--- config.mk ---
export PLATFORM = sky130hd
export DESIGN_NAME = fbl_block_load
export DESIGN_NICKNAME = d
export VERILOG_FILES = /design/src/rtl/fbl_pkg.sv /design/src/rtl/fbl_decode.sv /design/src/rtl/fbl_addr_walk.sv /design/src/rtl/fbl_pair.sv /design/src/rtl/fbl_block_load.sv
export SDC_FILE = /design/constraint.sdc
export NUM_CORES = 1
export LEC_CHECK = 0
export ABC_AREA = 0
export BUFFER_PORTS_ARGS = -buffer_cell sky130_fd_sc_hd__buf_2
export CAP_MARGIN = 20
export CORE_ASPECT_RATIO = 0.9
export CORE_MARGIN = 2
export CORE_UTILIZATION = 50
export DETAILED_ROUTE_END_ITERATION = 10
export GPL_TIMING_DRIVEN = 0
export PLACE_DENSITY = 0.73
export REMOVE_ABC_BUFFERS = 1
export SLEW_MARGIN = 20
export SYNTH_ARGS = -nofsm -noshare
export SYNTH_HDL_FRONTEND = slang
export SYNTH_HIERARCHICAL = 1
export SYNTH_SLANG_ARGS = --single-unit
--- constraint.sdc ---
create_clock -name clk -period 3.7 [get_ports clk]
set_clock_uncertainty 0.05 [all_clocks]
set_input_delay 0.185 -clock clk [delete_from_list [all_inputs] [get_ports clk]]
set_output_delay 0.185 -clock clk [all_outputs]
set_load 0.005 [all_outputs]
--- src/rtl/fbl_pkg.sv ---
package fbl_pkg;
  typedef enum logic [1:0] {
    FBL_OK       = 2'd0,
    FBL_OTHER_OP = 2'd1,
    FBL_UNDEF    = 2'd2,
    FBL_UNPRED   = 2'd3
  } fbl_err_e;

  typedef enum logic [2:0] {
    ST_IDLE,
    ST_ERR,
    ST_ISSUE,
    ST_WAIT,
    ST_DONE
  } fbl_state_e;
endpackage

--- src/rtl/fbl_decode.sv ---
module fbl_decode
  import fbl_pkg::*;
#(
  parameter int unsigned IMM_W      = 8,
  parameter int unsigned REG_CNT    = 32,
  parameter int unsigned ADDR_W     = 32,
  parameter int unsigned BASE_IDX_W = 4,
  parameter int unsigned PC_IDX     = 15
) (
  input  logic [2:0]                   mode,
  input  logic [IMM_W-1:0]             imm,
  input  logic [$clog2(REG_CNT)-2:0]   vd,
  input  logic                         dbit,
  input  logic                         dbl,
  input  logic [BASE_IDX_W-1:0]        base_idx,
  input  logic [ADDR_W-1:0]            base,
  output fbl_err_e                     code,
  output logic [IMM_W-1:0]             count,
  output logic [$clog2(REG_CNT)-1:0]   first,
  output logic [ADDR_W-1:0]            start_addr,
  output logic [ADDR_W-1:0]            new_base
);
  localparam int unsigned IDX_W = $clog2(REG_CNT);
  localparam int unsigned SUM_W = IMM_W + 1;
  localparam int unsigned DBL_MAX = REG_CNT / 2;

  function automatic logic [ADDR_W-1:0] byte_span(input logic [IMM_W-1:0] n);
    return {{(ADDR_W-IMM_W-2){1'b0}}, n, 2'b00};
  endfunction

  function automatic logic [IMM_W-1:0] reg_count(input logic [IMM_W-1:0] n, input logic d);
    return d ? (n >> 1) : n;
  endfunction

  function automatic logic [IDX_W-1:0] first_index(input logic [IDX_W-2:0] v, input logic b,
                                                   input logic d);
    return d ? {b, v} : {v, b};
  endfunction

  function automatic fbl_err_e classify(input logic [2:0] m, input logic [IMM_W-1:0] cnt,
                                        input logic [IDX_W-1:0] f, input logic d,
                                        input logic [BASE_IDX_W-1:0] bidx);
    logic [SUM_W-1:0] reach;
    reach = SUM_W'(f) + SUM_W'(cnt);
    if (m == 3'b000 || (m[2] && !m[0])) return FBL_OTHER_OP;
    if (m[0] && (m[2] == m[1]))         return FBL_UNDEF;
    if (cnt == '0)                      return FBL_UNPRED;
    if (reach > SUM_W'(REG_CNT))        return FBL_UNPRED;
    if (d && (cnt > IMM_W'(DBL_MAX)))   return FBL_UNPRED;
    if (m[0] && (bidx == BASE_IDX_W'(PC_IDX))) return FBL_UNPRED;
    return FBL_OK;
  endfunction

  logic [ADDR_W-1:0] span;

  always_comb begin
    span       = byte_span(imm);
    count      = reg_count(imm, dbl);
    first      = first_index(vd, dbit, dbl);
    code       = classify(mode, count, first, dbl, base_idx);
    start_addr = mode[1] ? base : (base - span);
    new_base   = mode[1] ? (base + span) : (base - span);
  end
endmodule

--- src/rtl/fbl_addr_walk.sv ---
module fbl_addr_walk #(
  parameter int unsigned ADDR_W = 32,
  parameter int unsigned STEP   = 4
) (
  input  logic              clk,
  input  logic              rst_n,
  input  logic              load,
  input  logic [ADDR_W-1:0] start,
  input  logic              advance,
  output logic [ADDR_W-1:0] addr
);
  always_ff @(posedge clk or negedge rst_n) begin
    if (!rst_n)       addr <= '0;
    else if (load)    addr <= start;
    else if (advance) addr <= addr + ADDR_W'(STEP);
  end
endmodule

--- src/rtl/fbl_pair.sv ---
module fbl_pair #(
  parameter int unsigned WORD_W = 32
) (
  input  logic                clk,
  input  logic                rst_n,
  input  logic                hold_en,
  input  logic [WORD_W-1:0]   word_in,
  input  logic                dbl,
  input  logic                big_endian,
  output logic [2*WORD_W-1:0] packed_out
);
  logic [WORD_W-1:0] held_q;

  function automatic logic [2*WORD_W-1:0] pack(input logic [WORD_W-1:0] lo_addr_word,
                                               input logic [WORD_W-1:0] hi_addr_word,
                                               input logic d, input logic be);
    if (!d)  return {{WORD_W{1'b0}}, hi_addr_word};
    if (be)  return {lo_addr_word, hi_addr_word};
    return {hi_addr_word, lo_addr_word};
  endfunction

  always_ff @(posedge clk or negedge rst_n) begin
    if (!rst_n)       held_q <= '0;
    else if (hold_en) held_q <= word_in;
  end

  assign packed_out = pack(held_q, word_in, dbl, big_endian);
endmodule

--- src/rtl/fbl_block_load.sv ---
module fbl_block_load
  import fbl_pkg::*;
#(
  parameter int unsigned ADDR_W     = 32,
  parameter int unsigned WORD_W     = 32,
  parameter int unsigned IMM_W      = 8,
  parameter int unsigned REG_CNT    = 32,
  parameter int unsigned BASE_IDX_W = 4
) (
  input  logic                         clk,
  input  logic                         rst_n,
  input  logic                         cmd_valid,
  input  logic [2:0]                   cmd_mode,
  input  logic [IMM_W-1:0]             cmd_imm,
  input  logic [$clog2(REG_CNT)-2:0]   cmd_vd,
  input  logic                         cmd_dbit,
  input  logic                         cmd_dbl,
  input  logic [BASE_IDX_W-1:0]        cmd_base_idx,
  input  logic [ADDR_W-1:0]            cmd_base,
  input  logic                         big_endian,
  output logic                         busy,
  output logic                         rd_req,
  output logic [ADDR_W-1:0]            rd_addr,
  input  logic                         rd_valid,
  input  logic [WORD_W-1:0]            rd_data,
  output logic                         rf_we,
  output logic [$clog2(REG_CNT)-1:0]   rf_idx,
  output logic                         rf_dbl,
  output logic [2*WORD_W-1:0]          rf_data,
  output logic                         done,
  output logic                         wb_en,
  output logic [ADDR_W-1:0]            wb_value,
  output logic                         err_pulse,
  output logic [1:0]                   err_code
);
  localparam int unsigned IDX_W = $clog2(REG_CNT);
  localparam int unsigned STEP  = WORD_W / 8;

  fbl_err_e          dec_code;
  logic [IMM_W-1:0]  dec_count;
  logic [IDX_W-1:0]  dec_first;
  logic [ADDR_W-1:0] dec_start;
  logic [ADDR_W-1:0] dec_new_base;

  fbl_decode #(
    .IMM_W(IMM_W), .REG_CNT(REG_CNT), .ADDR_W(ADDR_W), .BASE_IDX_W(BASE_IDX_W), .PC_IDX(15)
  ) u_decode (
    .mode(cmd_mode), .imm(cmd_imm), .vd(cmd_vd), .dbit(cmd_dbit), .dbl(cmd_dbl),
    .base_idx(cmd_base_idx), .base(cmd_base), .code(dec_code), .count(dec_count),
    .first(dec_first), .start_addr(dec_start), .new_base(dec_new_base)
  );

  fbl_state_e        state_q;
  logic [IMM_W-1:0]  left_q;
  logic [IDX_W-1:0]  idx_q;
  logic              dbl_q;
  logic              be_q;
  logic              half_q;
  logic              wb_en_q;
  logic [ADDR_W-1:0] wb_val_q;
  logic [1:0]        err_q;

  // Named internal events
  logic accept_cmd;
  logic accept_bad;
  logic word_ret;
  logic reg_complete;
  logic last_reg;
  logic [2*WORD_W-1:0] packed_word;

  assign accept_cmd   = (state_q == ST_IDLE) && cmd_valid;
  assign accept_bad   = accept_cmd && (dec_code != FBL_OK);
  assign word_ret     = (state_q == ST_WAIT) && rd_valid;
  assign reg_complete = word_ret && (!dbl_q || half_q);
  assign last_reg     = reg_complete && (left_q == IMM_W'(1));

  fbl_addr_walk #(.ADDR_W(ADDR_W), .STEP(STEP)) u_walk (
    .clk(clk), .rst_n(rst_n), .load(accept_cmd), .start(dec_start),
    .advance(word_ret), .addr(rd_addr)
  );

  fbl_pair #(.WORD_W(WORD_W)) u_pair (
    .clk(clk), .rst_n(rst_n), .hold_en(word_ret && dbl_q && !half_q), .word_in(rd_data),
    .dbl(dbl_q), .big_endian(be_q), .packed_out(packed_word)
  );

  always_ff @(posedge clk or negedge rst_n) begin
    if (!rst_n) begin
      state_q  <= ST_IDLE;
      left_q   <= '0;
      idx_q    <= '0;
      dbl_q    <= 1'b0;
      be_q     <= 1'b0;
      half_q   <= 1'b0;
      wb_en_q  <= 1'b0;
      wb_val_q <= '0;
      err_q    <= 2'd0;
    end else begin
      unique case (state_q)
        ST_IDLE: begin
          if (accept_bad) begin
            err_q   <= dec_code;
            state_q <= ST_ERR;
          end else if (accept_cmd) begin
            err_q    <= 2'd0;
            left_q   <= dec_count;
            idx_q    <= dec_first;
            dbl_q    <= cmd_dbl;
            be_q     <= big_endian;
            half_q   <= 1'b0;
            wb_en_q  <= cmd_mode[0];
            wb_val_q <= dec_new_base;
            state_q  <= ST_ISSUE;
          end
        end
        ST_ERR:   state_q <= ST_IDLE;
        ST_ISSUE: state_q <= ST_WAIT;
        ST_WAIT: begin
          if (word_ret) begin
            if (reg_complete) begin
              half_q <= 1'b0;
              idx_q  <= idx_q + IDX_W'(1);
              left_q <= left_q - IMM_W'(1);
              state_q <= last_reg ? ST_DONE : ST_ISSUE;
            end else begin
              half_q  <= 1'b1;
              state_q <= ST_ISSUE;
            end
          end
        end
        ST_DONE:  state_q <= ST_IDLE;
        default:  state_q <= ST_IDLE;
      endcase
    end
  end

  always_ff @(posedge clk or negedge rst_n) begin
    if (!rst_n) begin
      rf_we   <= 1'b0;
      rf_idx  <= '0;
      rf_dbl  <= 1'b0;
      rf_data <= '0;
    end else begin
      rf_we <= reg_complete;
      if (reg_complete) begin
        rf_idx  <= idx_q;
        rf_dbl  <= dbl_q;
        rf_data <= packed_word;
      end
    end
  end

  assign busy      = (state_q != ST_IDLE);
  assign rd_req    = (state_q == ST_ISSUE);
  assign done      = (state_q == ST_DONE);
  assign wb_en     = done && wb_en_q;
  assign wb_value  = wb_val_q;
  assign err_pulse = (state_q == ST_ERR);
  assign err_code  = err_q;

  // Checker state for the assertions
  logic              chk_pending_q;
  logic              chk_seen_q;
  logic [ADDR_W-1:0] chk_prev_addr_q;

  always_ff @(posedge clk or negedge rst_n) begin
    if (!rst_n) begin
      chk_pending_q   <= 1'b0;
      chk_seen_q      <= 1'b0;
      chk_prev_addr_q <= '0;
    end else begin
      if (rd_req)        chk_pending_q <= 1'b1;
      else if (rd_valid) chk_pending_q <= 1'b0;
      if (!busy)         chk_seen_q <= 1'b0;
      else if (rd_req)   chk_seen_q <= 1'b1;
      if (rd_req)        chk_prev_addr_q <= rd_addr;
    end
  end

  AST_REQ_ONE_CYCLE: assert property (@(posedge clk) disable iff (!rst_n) rd_req |=> !rd_req);
  AST_NO_OVERLAP_REQ: assert property (@(posedge clk) disable iff (!rst_n) rd_req |-> !chk_pending_q);
  AST_ADDR_STEP: assert property (@(posedge clk) disable iff (!rst_n)
    (rd_req && chk_seen_q) |-> (rd_addr == chk_prev_addr_q + ADDR_W'(STEP)));
  AST_ERR_QUIET: assert property (@(posedge clk) disable iff (!rst_n)
    err_pulse |-> (!rd_req && !rf_we && err_code != 2'd0));
  AST_DONE_ONE_CYCLE: assert property (@(posedge clk) disable iff (!rst_n) done |=> (!done && !busy));
  AST_RF_SPACED: assert property (@(posedge clk) disable iff (!rst_n) rf_we |=> !rf_we);
endmodule

==> results.ini <==
[yosys]
yosysUniqueCellTypes = 79
syn-mean-instance-area_um2 = 10.9
syn_inst = 1079
synth-seq-cells = 189
synth_flop_cell = dfrtp_1
yosysWarnings = 6
synth_edf_count = 0
ys_seq_area_share_pct = 40.4
syn-cell-area_mm2 = 0.0117
async_reset_ff_share_pct = 100

[critical_path]
slowest_delay_ns = 0.64
start_kind = input pin
critPathBufInv = 1
endpoint_kind = register
critPathMaxFanout = 36
crit_family = simple AND/OR/NAND/NOR gates
required_ns = 3.97
critPathKind = input pin to register
reg2reg_slack_ns = 0.45
worstPathCellList = clkbuf_4 -> o21ai_0 -> fa_1 -> a211oi_1 -> nor3_1 -> or4b_2 -> o22ai_1 -> nand2_1 -> o31a_1 -> nor2_2 -> nand2_8 -> mux2_4
r2r_end = u_walk/addr[31]
cp.depth = 12
critical_path.slowest_cell = or4b_2
r2r_cells = 6
rr_startpoint = state_q[2]
crit_arrival_ns = 3.85

[clocking]
root_buffer = clkbuf_16
cts_htree_levels = 4
cts.clk_slew.worst_paths_ns = 0.08
cts_made_buffers = 17
clkSinkCount = 189
tritoncts = done
clkLatencyLatePin_ns = 0.44
clockBufferDepth = 2

[floorplan]
start_util_pct = 50.5
dieArea_mm2 = 0.0247
ios = 232
die_w_um = 165
row_count = 53
coreArea_mm2 = 0.0232
die_height_um = 149

[global_route]
grt_usage_pct = 23.5
grt_max_degree = 72
antenna_found_initial = 0
grt_pass1_vias = 8928
grt_pass1_wl_um = 46100
overflow = 0

[cells_and_area]
fin_area_mm2 = 0.0140
nFillCells = 1920
area_delta_synth_final_pct = 19.2
mostFrequentLayoutCells = buf_2, dfrtp_1, mux2_2
antenna_cells = 0
layout-drive-gt1-share_pct = 36.5
seqCellArea_mm2 = 0.00473
final_common_cell = buf_2
multi_input_area_mm2 = 0.00642
fin_nets = 1423

[timing]
relSlewSlack_pct = 41.1
worstMarginPinSlew_ns = 0.880
fin_crit_ns = 3.58
hold_viol_final = 0
tns_ns = 0
period_share_pct = 96.7
fmax_mhz = 280
finalMaxSlewViolations = 0
finalSetupViolations = 0

[pwr]
p_leak_nw = 6.44
ir_worst_vdd_v = 0.000382
power_density_mw_per_mm2 = 690

[route]
vias = 9108
ant_nets = 0
viasPerCell = 5.62
drtIter0Drc = 524
routedWlPerCell_um = 18.0
finalWirelength_um = 29200
firstDrtPassIters = 5
route.detailed.drc = 0

[worst_hold_path]
hold_start = rd_valid
min_to = state_q[0]
whs_path_depth = 4
hold_path_class = input pin to register

[placement]
place_congestion = 0.896
dpl.hpwl_um = 20400
dpl_cell_area_mm2 = 0.0130
port_buffers = 231

[job]
maxCapViolCount = 0

[outcome]
outcome = completed

synthesized netlist by cell type, types with 9 or more instances:
cell type	n	share of area [%]
inv_1	31	0.99
buf_4	13	0.83
o21ai_0	54	2.3
nor2_1	51	1.6
mux2_2	116	11
or4_1	14	0.90
nor3_1	16	0.68
nand2_1	71	2.3
mux2_4	59	7.6
nor4_1	12	0.64
buf_2	9	0.38
nor2b_1	40	2.1
ha_1	25	2.7
a21oi_1	29	1.2
dfrtp_1	189	40
mux2i_1	35	3.0
clkbuf_1	29	0.93
xor2_1	35	2.6
o31ai_1	16	1.0
nand3_1	28	1.2
xnor2_1	39	2.9
nand2b_1	11	0.59
a31oi_1	19	1.0
worst max-delay path by stage:
stage / from / to / slack, ns
6_report: cmd_dbl / wb_value[29] / 0.12
5_1_grt: cmd_dbl / wb_value[14] / -0.002
4_1_cts: cmd_dbl / idx_q[2] / -0.0005
3_5_place_dp: cmd_dbl / wb_value[30] / -0.67
3_3_place_gp: rst_n / wb_value[27] / -0.84
2_1_floorplan: cmd_dbl / be_q / 0.30
flip-flops by register name, summed over array words and instances (netlist names), 2 cells and up:
name,count
u_pair/held_q,32
wb_value,32
u_walk/addr,32
rf_idx,5
rf_data,64
idx_q,5
err_code,2
left_q,8
state_q,3
layer usage:
layer | wire (um) | vias up | GRT usage [%]
met5 | 0 | - | 0
met4 | 584 | 0 | 7.76
met3 | 1970 | 35 | 4.64
met2 | 13500 | 320 | 38.0
met1 | 13100 | 4427 | 31.8
li1 | - | 4326 | -
tightest hold or removal path, stage by stage:
cell and delay [ns]:
buf_2 0.12, nand2_1 0.06, a22oi_1 0.07, nor2_1 0.08
repair_timing:
item                       CTS  global route
hold endpoints to repair    96             0
pin swaps                    0             1
setup buffers                0             1
hold buffers                37             0
resized for setup            2             4
setup endpoints to repair   36            49
through the flow:
step	setup slack [ns]	std cells	util (%)	power [W]	hold slack (ns)
4_1_cts	-0.000508	1619	60.0	0.00967	0.0488
5_1_grt	-0.00222	1620	60.2	0.0103	0.0642
6_report	0.124	1620	60.2	0.00964	0.0675
2_1_floorplan	0.296	1011	-	0.00618	-0.161
3_3_place_gp	-0.844	1544	55.0	0.00759	0.367
3_5_place_dp	-0.671	1550	55.8	0.00776	0.110
layout make-up:
class,instances,share of cell area [%]
flip-flops and latches,189,33.9
inverters,34,0.941
well taps,302,2.71
multi-input cells,788,46.0
clock buffers,18,3.07
repair buffers,275,12.2
clock inverters,14,1.18
power breakdown:
part / internal [W] / total, W / leakage, nW / switching (W)
Clock: 0.000913 / 0.00185 / 0.288 / 0.000934
Combinational: 0.00221 / 0.00393 / 3.82 / 0.00172
Sequential: 0.00298 / 0.00386 / 2.34 / 0.000877
Total: 0.00611 / 0.00964 / 6.44 / 0.00353
kinds of logic (layout without fill, tap and decap cells):
logic type,Yosys count,after routing,synth area share [%]
simple gates,302,302,14.2
mux,212,212,21.9
flops,189,189,40.4
compound gates,172,172,9.67
buf+inv,102,341,5.17
xor+xnor,74,74,5.53
fa+ha+maj,28,28,3.18
No activity file was read; power rests on OpenSTA's default activity.
